`src/rtl/nor_seq_pkg.sv`:
```
package nor_seq_pkg;

    typedef enum logic [1:0] {
        OP_PROG    = 2'd0,
        OP_ERASE   = 2'd1,
        OP_BUFPROG = 2'd2,
        OP_NONE    = 2'd3
    } op_e;

    typedef enum logic [1:0] {
        RES_PASS    = 2'd0,
        RES_FAIL    = 2'd1,
        RES_TIMEOUT = 2'd2
    } res_e;

    typedef enum logic [1:0] {
        STG_PROG,
        STG_UNLOCK,
        STG_ERASE,
        STG_BUF
    } stage_e;

    localparam logic [7:0] CMD_PROGRAM      = 8'h40;
    localparam logic [7:0] CMD_ERASE_SETUP  = 8'h20;
    localparam logic [7:0] CMD_UNLOCK_SETUP = 8'h60;
    localparam logic [7:0] CMD_CONFIRM      = 8'hD0;
    localparam logic [7:0] CMD_BUF_LOAD     = 8'hE8;
    localparam logic [7:0] CMD_CLR_STAT     = 8'h50;
    localparam logic [7:0] CMD_READ_ARRAY   = 8'hFF;

    // error bits judged per stage
    localparam logic [7:0] ERRM_PROG   = 8'h18;  // bits 4,3
    localparam logic [7:0] ERRM_UNLOCK = 8'h28;  // bits 5,3
    localparam logic [7:0] ERRM_ERASE  = 8'h20;  // bit 5
    localparam logic [7:0] ERRM_BUF    = 8'h10;  // bit 4

endpackage

```
`src/rtl/nor_lane_fmt.sv`:
```
module nor_lane_fmt #(
    parameter int DATA_W = 16,
    parameter int CHIP_W = 8
) (
    input  logic [7:0]        cmd,
    output logic [DATA_W-1:0] word
);
    localparam int NCHIP = DATA_W / CHIP_W;

    for (genvar c = 0; c < NCHIP; c++) begin : g_lane
        assign word[c*CHIP_W +: 8] = cmd;
        if (CHIP_W > 8) begin : g_pad
            assign word[c*CHIP_W+8 +: CHIP_W-8] = '0;
        end
    end
endmodule

```
`src/rtl/nor_stat_eval.sv`:
```
module nor_stat_eval #(
    parameter int DATA_W = 16,
    parameter int CHIP_W = 8
) (
    input  logic [DATA_W-1:0] stat,
    input  logic [7:0]        err_mask,
    output logic              all_ready,
    output logic              any_err
);
    localparam int NCHIP = DATA_W / CHIP_W;

    logic [NCHIP-1:0] lane_rdy;
    logic [NCHIP-1:0] lane_err;

    for (genvar c = 0; c < NCHIP; c++) begin : g_lane
        assign lane_rdy[c] = stat[c*CHIP_W + 7];
        assign lane_err[c] = |(stat[c*CHIP_W +: 8] & err_mask);
    end

    assign all_ready = &lane_rdy;
    assign any_err   = |lane_err;
endmodule

```
`src/rtl/nor_seq_ctrl.sv`:
```
module nor_seq_ctrl
    import nor_seq_pkg::*;
#(
    parameter int DATA_W     = 16,
    parameter int CHIP_W     = 8,
    parameter int ADDR_W     = 24,
    parameter int CNT_W      = 10,
    parameter int LOAD_TRIES = 65536
) (
    input  logic              clk,
    input  logic              rst_n,
    input  logic              req_valid,
    input  logic [1:0]        req_op,
    input  logic [ADDR_W-1:0] req_addr,
    input  logic [DATA_W-1:0] req_data,
    input  logic [CNT_W-1:0]  req_bytes,
    output logic              req_ready,
    output logic [CNT_W-1:0]  buf_idx,
    input  logic [DATA_W-1:0] buf_word,
    output logic              done,
    output logic [1:0]        result,
    output logic [ADDR_W-1:0] fl_addr,
    output logic [DATA_W-1:0] fl_wdata,
    output logic              fl_we,
    output logic              fl_re,
    input  logic [DATA_W-1:0] fl_rdata
);
    localparam int SHIFT = $clog2(DATA_W / 8);
    localparam int TRY_W = $clog2(LOAD_TRIES + 1);
    localparam logic [TRY_W-1:0] TRY_LAST = TRY_W'(LOAD_TRIES - 1);

    typedef enum logic [3:0] {
        S_IDLE, S_PROG_CMD, S_PROG_DATA, S_UNLK_SETUP, S_UNLK_CONF,
        S_ERASE_SETUP, S_ERASE_CONF, S_LOAD_CMD, S_LOAD_POLL, S_WCOUNT,
        S_WDATA, S_BCONF, S_POLL, S_CLEAR, S_RESET, S_DONE
    } state_e;

    state_e              state, nstate;
    stage_e              stage;
    logic [ADDR_W-1:0]   addr_r;
    logic [DATA_W-1:0]   data_r;
    logic [CNT_W-1:0]    words_r;
    logic [CNT_W-1:0]    idx;
    logic [TRY_W-1:0]    tries;
    logic [1:0]          res_r;
    logic                more_r;

    logic [7:0]          cmd_byte;
    logic [7:0]          err_mask;
    logic [DATA_W-1:0]   cmd_word;
    logic                use_data, use_buf;
    logic                st_ready, st_err;
    logic [CNT_W+7:0]    cnt_ext;

    assign cnt_ext = {8'd0, words_r - CNT_W'(1)};

    nor_lane_fmt #(.DATA_W(DATA_W), .CHIP_W(CHIP_W)) u_fmt (
        .cmd  (cmd_byte),
        .word (cmd_word)
    );

    nor_stat_eval #(.DATA_W(DATA_W), .CHIP_W(CHIP_W)) u_stat (
        .stat      (fl_rdata),
        .err_mask  (err_mask),
        .all_ready (st_ready),
        .any_err   (st_err)
    );

    always_comb begin
        unique case (stage)
            STG_PROG:   err_mask = ERRM_PROG;
            STG_UNLOCK: err_mask = ERRM_UNLOCK;
            STG_ERASE:  err_mask = ERRM_ERASE;
            STG_BUF:    err_mask = ERRM_BUF;
            default:    err_mask = ERRM_PROG;
        endcase
    end

    // next state
    always_comb begin
        nstate = state;
        unique case (state)
            S_IDLE: begin
                if (req_valid) begin
                    unique case (op_e'(req_op))
                        OP_PROG:    nstate = S_PROG_CMD;
                        OP_ERASE:   nstate = S_UNLK_SETUP;
                        OP_BUFPROG: nstate = S_LOAD_CMD;
                        default:    nstate = S_DONE;
                    endcase
                end
            end
            S_PROG_CMD:    nstate = S_PROG_DATA;
            S_PROG_DATA:   nstate = S_POLL;
            S_UNLK_SETUP:  nstate = S_UNLK_CONF;
            S_UNLK_CONF:   nstate = S_POLL;
            S_ERASE_SETUP: nstate = S_ERASE_CONF;
            S_ERASE_CONF:  nstate = S_POLL;
            S_LOAD_CMD:    nstate = S_LOAD_POLL;
            S_LOAD_POLL: begin
                if (st_ready)               nstate = S_WCOUNT;
                else if (tries == TRY_LAST) nstate = S_CLEAR;
                else                        nstate = S_LOAD_CMD;
            end
            S_WCOUNT:      nstate = S_WDATA;
            S_WDATA:       nstate = (idx == words_r - CNT_W'(1)) ? S_BCONF : S_WDATA;
            S_BCONF:       nstate = S_POLL;
            S_POLL:        nstate = st_ready ? S_CLEAR : S_POLL;
            S_CLEAR:       nstate = S_RESET;
            S_RESET:       nstate = more_r ? S_ERASE_SETUP : S_DONE;
            S_DONE:        nstate = S_IDLE;
            default:       nstate = S_IDLE;
        endcase
    end

    // state register and operation context
    always_ff @(posedge clk or negedge rst_n) begin
        if (!rst_n) begin
            state   <= S_IDLE;
            stage   <= STG_PROG;
            addr_r  <= '0;
            data_r  <= '0;
            words_r <= '0;
            idx     <= '0;
            tries   <= '0;
            res_r   <= RES_PASS;
            more_r  <= 1'b0;
        end else begin
            state <= nstate;
            unique case (state)
                S_IDLE: if (req_valid) begin
                    addr_r  <= req_addr;
                    data_r  <= req_data;
                    words_r <= req_bytes >> SHIFT;
                    idx     <= '0;
                    tries   <= '0;
                    more_r  <= 1'b0;
                    res_r   <= (op_e'(req_op) == OP_NONE) ? RES_FAIL : RES_PASS;
                    unique case (op_e'(req_op))
                        OP_ERASE:   stage <= STG_UNLOCK;
                        OP_BUFPROG: stage <= STG_BUF;
                        default:    stage <= STG_PROG;
                    endcase
                end
                S_LOAD_POLL: if (!st_ready) begin
                    if (tries == TRY_LAST) res_r <= RES_TIMEOUT;
                    else                   tries <= tries + TRY_W'(1);
                end
                S_WDATA: idx <= idx + CNT_W'(1);
                S_POLL: if (st_ready) begin
                    if (st_err)                  res_r  <= RES_FAIL;
                    else if (stage == STG_UNLOCK) more_r <= 1'b1;
                end
                S_RESET: if (more_r) begin
                    more_r <= 1'b0;
                    stage  <= STG_ERASE;
                end
                default: ;
            endcase
        end
    end

    // outputs
    always_comb begin
        fl_we     = 1'b0;
        fl_re     = 1'b0;
        req_ready = 1'b0;
        done      = 1'b0;
        use_data  = 1'b0;
        use_buf   = 1'b0;
        cmd_byte  = CMD_READ_ARRAY;
        unique case (state)
            S_IDLE:        req_ready = 1'b1;
            S_PROG_CMD:    begin fl_we = 1'b1; cmd_byte = CMD_PROGRAM;      end
            S_PROG_DATA:   begin fl_we = 1'b1; use_data = 1'b1;             end
            S_UNLK_SETUP:  begin fl_we = 1'b1; cmd_byte = CMD_UNLOCK_SETUP; end
            S_UNLK_CONF:   begin fl_we = 1'b1; cmd_byte = CMD_CONFIRM;      end
            S_ERASE_SETUP: begin fl_we = 1'b1; cmd_byte = CMD_ERASE_SETUP;  end
            S_ERASE_CONF:  begin fl_we = 1'b1; cmd_byte = CMD_CONFIRM;      end
            S_LOAD_CMD:    begin fl_we = 1'b1; cmd_byte = CMD_BUF_LOAD;     end
            S_LOAD_POLL:   fl_re = 1'b1;
            S_WCOUNT:      begin fl_we = 1'b1; cmd_byte = cnt_ext[7:0];     end
            S_WDATA:       begin fl_we = 1'b1; use_buf = 1'b1;              end
            S_BCONF:       begin fl_we = 1'b1; cmd_byte = CMD_CONFIRM;      end
            S_POLL:        fl_re = 1'b1;
            S_CLEAR:       begin fl_we = 1'b1; cmd_byte = CMD_CLR_STAT;     end
            S_RESET:       begin fl_we = 1'b1; cmd_byte = CMD_READ_ARRAY;   end
            S_DONE:        done = 1'b1;
            default: ;
        endcase
    end

    assign fl_addr  = use_buf ? addr_r + ADDR_W'(idx) : addr_r;
    assign fl_wdata = use_data ? data_r : (use_buf ? buf_word : cmd_word);
    assign buf_idx  = idx;
    assign result   = res_r;

    AST_WE_RE_EXCL: assert property (@(posedge clk) disable iff (!rst_n)
        !(fl_we && fl_re));

    AST_DONE_PULSE: assert property (@(posedge clk) disable iff (!rst_n)
        done |=> !done);

    AST_IDLE_QUIET: assert property (@(posedge clk) disable iff (!rst_n)
        req_ready |-> (!fl_we && !fl_re && !done));

    AST_PASS_AFTER_RD_ARRAY: assert property (@(posedge clk) disable iff (!rst_n)
        (done && result == RES_PASS) |-> ($past(fl_we) && $past(fl_wdata[7:0]) == CMD_READ_ARRAY));

    AST_TRY_BOUND: assert property (@(posedge clk) disable iff (!rst_n)
        tries <= TRY_LAST);

    AST_RESULT_CODE: assert property (@(posedge clk) disable iff (!rst_n)
        done |-> (result != 2'd3));

endmodule

```
`config.mk`:
```
export PLATFORM = sky130hd
export DESIGN_NAME = nor_seq_ctrl
export DESIGN_NICKNAME = d
export VERILOG_FILES = /design/src/rtl/nor_seq_pkg.sv /design/src/rtl/nor_lane_fmt.sv /design/src/rtl/nor_stat_eval.sv /design/src/rtl/nor_seq_ctrl.sv
export SDC_FILE = /design/constraint.sdc
export NUM_CORES = 1
export LEC_CHECK = 0
export ABC_CLOCK_PERIOD_IN_PS = 3330
export BUFFER_PORTS_ARGS = -buffer_cell sky130_fd_sc_hd__buf_4
export CORE_MARGIN = 2
export CORE_UTILIZATION = 38
export DETAILED_ROUTE_END_ITERATION = 12
export PLACE_DENSITY = 0.58
export SETUP_SLACK_MARGIN = 0.4
export SLEW_MARGIN = 20
export SYNTH_ARGS = -nofsm -noshare
export SYNTH_HDL_FRONTEND = slang
export SYNTH_HIERARCHICAL = 1
export SYNTH_SLANG_ARGS = --single-unit
```
`constraint.sdc`:
```
create_clock -name clk -period 3.33 [get_ports clk]
set_input_delay 0.4995 -clock clk [delete_from_list [all_inputs] [get_ports clk]]
set_output_delay 0.4995 -clock clk [all_outputs]
set_load 0.005 [all_outputs]
```
Word level (Yosys, flattened, before mapping). Index checks and enable logic that the tools add are counted.

Register bits after elaboration: 85.

Reduce and logical (&&, ||, !) cells: 20. Add/sub/neg operators: 4. Equality and inequality tests: 32. Muxes and demuxes: 41. Bitwise operators: 2.

Operators by type and width (number): one-hot mux 8 bit (7 select lines) (1); one-hot mux 4 bit (13 select lines) (1); 2-to-1 mux 17 bit (3); one-hot mux 17 bit (2 select lines) (1); == test 4 bit, second input constant (8); 2-to-1 mux 16 bit (2); one-hot mux 8 bit (4 select lines) (1); adder 24 x 10 -> 24 bit (1); 2-to-1 mux 24 bit (1); one-hot mux 10 bit (2 select lines) (1); != test 2 bit, second input constant (9); adder 17 x 1 -> 17 bit, second input constant (1); == test 17 x 16 -> 1 bit, second input constant (1); AND 8 bit (2); == test 4 x 3 -> 1 bit, second input constant (4); 2-to-1 mux 4 bit (4); OR reduction 16 bit (1); 2-to-1 mux 2 bit (7); 2-to-1 mux 1 bit (13); one-hot mux 4 bit (3 select lines) (1); OR reduction 12 bit (1); adder 10 x 1 -> 10 bit, second input constant (1); == test 10 bit (1); 2-to-1 mux 10 bit (1); other kinds (20) (32).

Longest topological paths before layout. Gate-level depths: netlist of the first run.

Depth after elaboration: 7. Depth in mapped cells: 11. Depth with buffers taken out: 10.

Modules after synthesis. Netlist of the first run, hierarchy kept.

Modules (own cells, without submodules): nor_seq_ctrl (area each 5570.3 µm², instances 1, cells an instance 696, seq. area each 2127.0 µm²); nor_lane_fmt (area each 120.1 µm², instances 1, cells an instance 16, seq. area each 0.0 µm²); nor_stat_eval (area each 66.3 µm², instances 1, cells an instance 12, seq. area each 0.0 µm²).

Worst setup path after synthesis of the first run. No wires, ideal clock.

Path type: flip-flop to output port. From: register words_r[0]. To: output fl_wdata[13]. Required time: 2830 ps. Cell stages (with the launch flop): 10. Path slack: 601 ps. Arrival: 2229 ps. Path through: dfrtp_1 or4_1 buf_2 or3_2 a21oi_1 mux2i_1 a31oi_1 buf_4 mux2i_1 o21ai_0.

Word-level cells in the longest chain between the ends: 4.

Ends and longest elaborated chain: start, declared (line nor_seq_ctrl.sv:42) `logic [CNT_W-1:0] words_r;`; start signal, assigned (line nor_seq_ctrl.sv:134) `words_r <= req_bytes >> SHIFT;`; subtractor 9 x 1 -> 10 bit; one-hot mux 8 bit (7 select lines) (line nor_seq_ctrl.sv:172) `unique case (state)`; net cmd_byte[5] (line nor_seq_ctrl.sv:48) `logic [7:0] cmd_byte;`; 2-to-1 mux 16 bit (2 in a row) (line nor_seq_ctrl.sv:194) `assign fl_wdata = use_data ? data_r : (use_buf ? buf_word : cmd_word);`; end, declared (line nor_seq_ctrl.sv:23) `output logic [DATA_W-1:0] fl_wdata,`.

The timed path passes the listed nets, and every way through them passes these cells.

Worst setup path in the final report of the first run.
From: register words_r[2]. To: output fl_wdata[15].

The elaborated chain is that of the path after synthesis.

==> impl_metrics.toml, run 1 <==
[detailed_routing]
routedWlPerCell_um = 15.61
ant_nets = 0
first_pass_iters = 5
drc = 0
first_iter_violations = 270
route.vias.total = 5514
routed_wl_um = 16530
vias_per_cell = 5.207

[worst_setup_path]
crit_top_cell = "or4_4"
critPathMaxStageDelay_ns = 0.52
cp.arrival_ns = 2.64
cp-end-kind = "output pin"
crit_required_ns = 2.83
reg2reg_to = "tries[13]"
crit_buf_inv = 1
r2r_start = "tries[0]"
cp-start-kind = "flop"
path_delay_family = "simple AND/OR/NAND/NOR gates"
path_class = "reg2out"
crit_slowest_cell = "or4_4"
worstRegToRegCells = 9
crit_fanout = 6
r2r_slack_ns = 0.71
worstPathCellList = "or4_4, or4_4, xnor2_2, a21oi_2, o21ai_2, mux2i_1, o21ai_1, buf_4"

[timing]
holdWs_ns = 0.1561
finalSetupViolCount = 0
rsz0062_at_grt = "true"
maxSlewViolCount = 0
setup_tns_ns = 0
min_period_ns = 3.137
post-route-period-util_pct = 94.21
fmax_mhz = 318.8
hold_violations = 0
clock_skew_ns = 0.007132
slew_headroom_pct = 52.41
worstMarginPinSlew_ns = 0.7131

[place]
dp_hpwl_um = 11510
gp_congestion = 0.8731
portBuffers = 141

[global_routing]
track_usage_pct = 20.60
antenna_found_initial = 0
grt-ovfl-total = 0
grt_pass1_wl_um = 26900
grt_pass1_vias = 5325
grt_max_degree = 56

[clock_tree]
cts-root-buf = "clkbuf_16"
htreeDepth = 3
clkSlewWorstSetupHoldPaths_ns = 0.06
clk_latency_ns = 0.35
cts_sinks = 85
cts_made_buffers = 9
cts_tree = "yes"
hold_buffers = 0
clk_path_buf_depth = 2

[cells_and_area]
nets = 977
nFillCells = 1356
area_delta_synth_final_pct = 36.80
antenna_cells = 0
drive_above_1_share_pct = 30.97

[floorplanning]
initial_core_util_pct = 39.31
core_mm2 = 0.01464
die_w_um = 127.1
dieArea_mm2 = 0.01615
dieHeight_um = 127.1
ioPinCount = 143
rows = 44

[flow_run]
drv_cap = 0

[synth]
syn_area_mm2 = 0.005757
synth_warnings = 6
ys_ff_latch = 85
synth_top_cell_area_share_pct = 36.95
netlist-cell-type-count = 65
synth-edff-count = 0
synth_flop_cell = "dfrtp_1"
syn-instance-count = 724
yosysSeqAreaShare_pct = 36.95
avgSynthCellArea_um2 = 7.951
synth.largest_area_cell = "dfrtp_1"
async_reset_ff_share_pct = 100.0
synth_area_leaders = "dfrtp_1 (37%), nand2_1 (13%), o21ai_0 (5.5%), xnor2_1 (4.7%), ha_1 (4.1%)"

[pwr]
sw_frac_of_total_pct = 39.45
p_int_mw = 3.763
combPwrFrac_pct = 53.2
power.density_mw_per_mm2 = 789.2
p_leak_nw = 3.741
switching_power_mw = 2.452
clkPwrFrac_pct = 18.9
vdd_drop_max_mv = 0.2976
seq_power_share_pct = 27.9

[outcome]
status = "complete, no violations"

[min_path]
hp-class = "in2async"
-- how the worst max path moves through the flow --
stage | start | to | slack, ns | cells after the start
2_1_floorplan | words_r[0] | fl_wdata[13] | 0.60 | 9
3_3_place_gp | words_r[0] | fl_wdata[7] | 0.28 | 8
3_5_place_dp | words_r[0] | fl_wdata[7] | 0.25 | 8
4_1_cts | words_r[2] | fl_wdata[7] | 0.18 | 8
5_1_grt | words_r[2] | fl_wdata[15] | 0.07 | 8
6_report | words_r[2] | fl_wdata[15] | 0.19 | 8
-- registers in the layout, indices dropped and copies added (netlist names) --
signal and count:
result 2, more_r 1, state 4, data_r 16
stage 2, buf_idx 10, tries 17, addr_r 24
words_r 9
-- final cells by class --
class | instances | area (µm²) | share of cell area [%]
Tap cell | 184 | 230.2 | 2.923
Timing Repair Buffer | 188 | 1419 | 18.02
Clock buffer | 12 | 246.5 | 3.130
Inverter | 18 | 67.56 | 0.8580
Multi-Input combinational cell | 568 | 3681 | 46.74
Sequential cell | 85 | 2136 | 27.12
Clock inverter | 4 | 95.09 | 1.207
-- metal layers --
layer / up-vias / share of wire [%] / GRT usage, %
met5: - / 0 / 0
met1: 2590 / 47 / 28.77
li1: 2755 / - / -
met4: 0 / 1.8 / 6.658
met2: 146 / 47 / 33.18
met3: 23 / 4.7 / 2.973
-- synthesized netlist by cell type (all sizes together), types with 17 or more instances --
master / number
nand3: 26
nor2: 25
a21oi: 20
ha: 19
mux2i: 22
clkbuf: 33
nor3: 17
inv: 18
nand2: 206
buf: 24
o21ai: 69
xnor2: 31
dfrtp: 85
-- layout by cell type, fill, tap and decap left out, types with 15 or more instances in the layout --
cell type	n
nor2_1	25
mux2i_1	22
a21oi_1	16
buf_4	186
nand3_1	19
inv_1	18
dfrtp_1	78
xnor2_1	22
nand2_1	204
o21ai_1	17
nor3_1	15
o21ai_0	49
-- kinds of logic (layout without fill, tap and decap cells) --
logic type | Yosys count | after routing | share of synthesized area (%)
AO/OA/AOI/OAI | 140 | 140 | 15.06
multiplexers | 24 | 24 | 4.216
buffers and inverters | 75 | 222 | 6.194
flip-flops | 85 | 85 | 36.95
other | 1 | 5 | 0.06514
XOR/XNOR | 42 | 42 | 6.629
adder cells (fa/ha/maj) | 20 | 20 | 4.477
AND/OR/NAND/NOR | 337 | 337 | 26.41
-- through the flow --
step | std cells | utilization (%) | area (µm²) | power (mW) | setup slack, ns
after floorplan | 728 | - | 5772 | 3.474 | 0.6010
after global placement | 1011 | 47.17 | 6908 | 4.397 | 0.2770
after detailed placement | 1011 | 47.17 | 6908 | 4.460 | 0.2459
after CTS | 1038 | 51.08 | 7480 | 5.883 | 0.1764
after global routing | 1059 | 53.78 | 7875 | 6.672 | 0.06946
final | 1059 | 53.78 | 7875 | 6.215 | 0.1929
-- power by group through the flow --
| stage | combinational (mW) | clock [mW] | sequential (mW) |
|---|---|---|---|
| floorplan | 1.87 | 0 | 1.60 |
| global route | 3.64 | 1.24 | 1.79 |
| detailed placement | 2.73 | 0 | 1.73 |
| finish | 3.30 | 1.17 | 1.74 |
| CTS | 2.96 | 1.20 | 1.72 |
| global placement | 2.69 | 0 | 1.71 |
-- repair_timing --
item / 4_1_cts / 5_1_grt
gates cloned: 0 / 0
setup endpoints to repair: 25 / 36
setup buffers: 11 / 21
resized for setup: 34 / 50
pin swaps: 12 / 30
hold endpoints to repair: 0 / 0
Power figures use the tool's default switching activity.
==> inputs of run 2 (changes only) <==
--- a/config.mk
+++ b/config.mk
@@ -8,9 +8,9 @@
 export ABC_CLOCK_PERIOD_IN_PS = 3330
 export BUFFER_PORTS_ARGS = -buffer_cell sky130_fd_sc_hd__buf_4
 export CORE_MARGIN = 2
-export CORE_UTILIZATION = 38
+export CORE_UTILIZATION = 29
 export DETAILED_ROUTE_END_ITERATION = 12
-export PLACE_DENSITY = 0.58
+export PLACE_DENSITY = 0.47
 export SETUP_SLACK_MARGIN = 0.4
 export SLEW_MARGIN = 20
 export SYNTH_ARGS = -nofsm -noshare
==> impl_metrics.toml, run 2 (synthesis gave the netlist of run 1 again) <==
[global_routing]
grt-ovfl-total = 0
top_usage_layer = "met2"
track_usage_pct = 16.52
grtUsageMet2_pct = 25.62
grt_max_degree = 40
grt_util_met1_pct = 23.55
antenna_found_initial = 0
grt_pass1_wl_um = 27120
grt_use_met3_pct = 2.962
grt_pass1_vias = 5181

[timing]
finalSetupViolCount = 0
fmax_mhz = 330.7
rsz0062_at_grt = "true"
hold_violations = 0
post-route-period-util_pct = 90.80
clock_skew_ns = 0.007841
maxSlewViolCount = 0
worstMarginPinSlew_ns = 0.7281
setup_slack_ns = 0.3064
setup_tns_ns = 0
slew_headroom_pct = 51.13
min_period_ns = 3.024

[cells_and_area]
drive_above_1_share_pct = 30.86
seq_area_mm2 = 0.002140
top_regs = "addr_r: 24 flops, tries: 17 flops, data_r: 16 flops"
final_common_cell = "nand2_1"
area_delta_synth_final_pct = 37.10
nFillCells = 2057
final_core_util_pct = 40.55
registers.top_by_ff_count = "addr_r"
finalNonFillerCells = 1140
largest_register_ffs = 24
final_cell_mix = "nand2_1 (204), buf_4 (184), dfrtp_1 (75)"
multiInputGateArea_mm2 = 0.003598
final_cell_area_mm2 = 0.007893
antenna_cells = 0
nets = 977

[worst_setup_path]
crit_top_cell = "or4_4"
crit_fanout = 4
cp-start-kind = "flop"
cp-end-kind = "output pin"
worstPathCellList = "or4_4, or4_4, xnor2_2, a21oi_2, o21ai_2, mux2i_1, o21ai_1, buf_4"
crit_required_ns = 2.83
crit_slowest_cell = "or4_4"
critPathMaxStageDelay_ns = 0.57
path_class = "reg2out"
cp.arrival_ns = 2.52

[detailed_routing]
routedWlPerCell_um = 14.87
route.vias.total = 5328
ant_nets = 0
vias_per_cell = 4.674
routed_wl_um = 16960
drc = 0
first_pass_iters = 5
first_iter_violations = 247

[clock_tree]
cts-root-buf = "clkbuf_16"
cts_sinks = 85
clkSlewWorstSetupHoldPaths_ns = 0.06
hold_buffers = 0
htreeDepth = 3
cts_tree = "yes"
clk_path_buf_depth = 2
clk_latency_ns = 0.35
cts_made_buffers = 9

[flow_run]
drv_cap = 0

[floorplanning]
dieArea_mm2 = 0.02099
core_mm2 = 0.01946
die_w_um = 144.9
initial_core_util_pct = 29.58
rows = 51
ioPinCount = 143
dieHeight_um = 144.9

[pwr]
p_leak_nw = 3.695
power.density_mw_per_mm2 = 768.3
vdd_drop_max_mv = 0.3027

[place]
place_ws_ns = 0.3578
gp_congestion = 0.8211
dp_cells = 1099
dpl-instance-area_mm2 = 0.007062
dp_hpwl_um = 12210
portBuffers = 141

[outcome]
status = "complete, no violations"

[min_path]
hp-class = "in2async"
## run 2: cell count changes in the layout (fill, tap and decap cells not counted), sizes merged
cell	before	now
clkinv	1	2
bufinv	3	2
## run 2: cell type report
cell class	instances	share of cell area, %
Multi-Input combinational cell	568	45.59
Sequential cell	85	27.11
Timing Repair Buffer	188	18.07
Clock buffer	12	3.250
Clock inverter	4	0.8878
Inverter	18	0.8878
Tap cell	265	4.201
## run 2: worst paths after layout
kind / cells after the start / slack, ns / endpoint / startpoint
min in group clk: 3 / 0.34 / addr_r[22] / req_addr[22]
min reg2reg: 2 / 0.48 / data_r[11] / data_r[11]
max in group asynchronous: 2 / 2.42 / words_r[2] / rst_n
min: 1 / 0.13 / data_r[7] / rst_n
max: 8 / 0.31 / fl_wdata[7] / words_r[1]
max reg2reg: 9 / 0.75 / result[0] / tries[8]
## run 2: worst max-delay path, delay by kind of cell (launching register included)
| family | cells | cell delay, ns |
|---|---|---|
| AO/OA/AOI/OAI | 3 | 0.37 |
| XOR/XNOR | 1 | 0.18 |
| buffers and inverters | 1 | 0.13 |
| flip-flops | 1 | 0.40 |
| multiplexers | 1 | 0.08 |
| AND/OR/NAND/NOR | 2 | 1.02 |
## run 2: what timing repair did
| item | CTS | global route |
|---|---|---|
| endpoints found under the setup margin | 28 | 35 |
| gates resized for setup | 56 | 27 |
| setup buffers | 11 | 14 |
| endpoints found under the hold margin | 0 | 0 |
| pin swaps | 18 | 14 |
## run 2: power breakdown
group / internal [mW] / switching [mW] / total [mW] / leakage [nW]
registers: 1.34 / 0.370 / 1.71 / 1.10
clock network: 0.697 / 0.431 / 1.13 / 0.163
logic: 1.62 / 1.60 / 3.23 / 2.43
total: 3.66 / 2.40 / 6.06 / 3.70
## run 2: stage by stage
stage | hold slack (ns) | power (mW)
floorplan | 0.2039 | 3.474
global placement | 0.4590 | 4.531
detailed placement | 0.4636 | 4.536
CTS | 0.1595 | 5.967
global route | 0.1825 | 6.585
finish | 0.1331 | 6.064
## run 2: metal layers
layer | routed length (µm) | part of all wire, %
met3 | 901 | 5.3
met2 | 7492 | 44
met1 | 8422 | 50
met5 | 0 | 0
met4 | 138 | 0.81
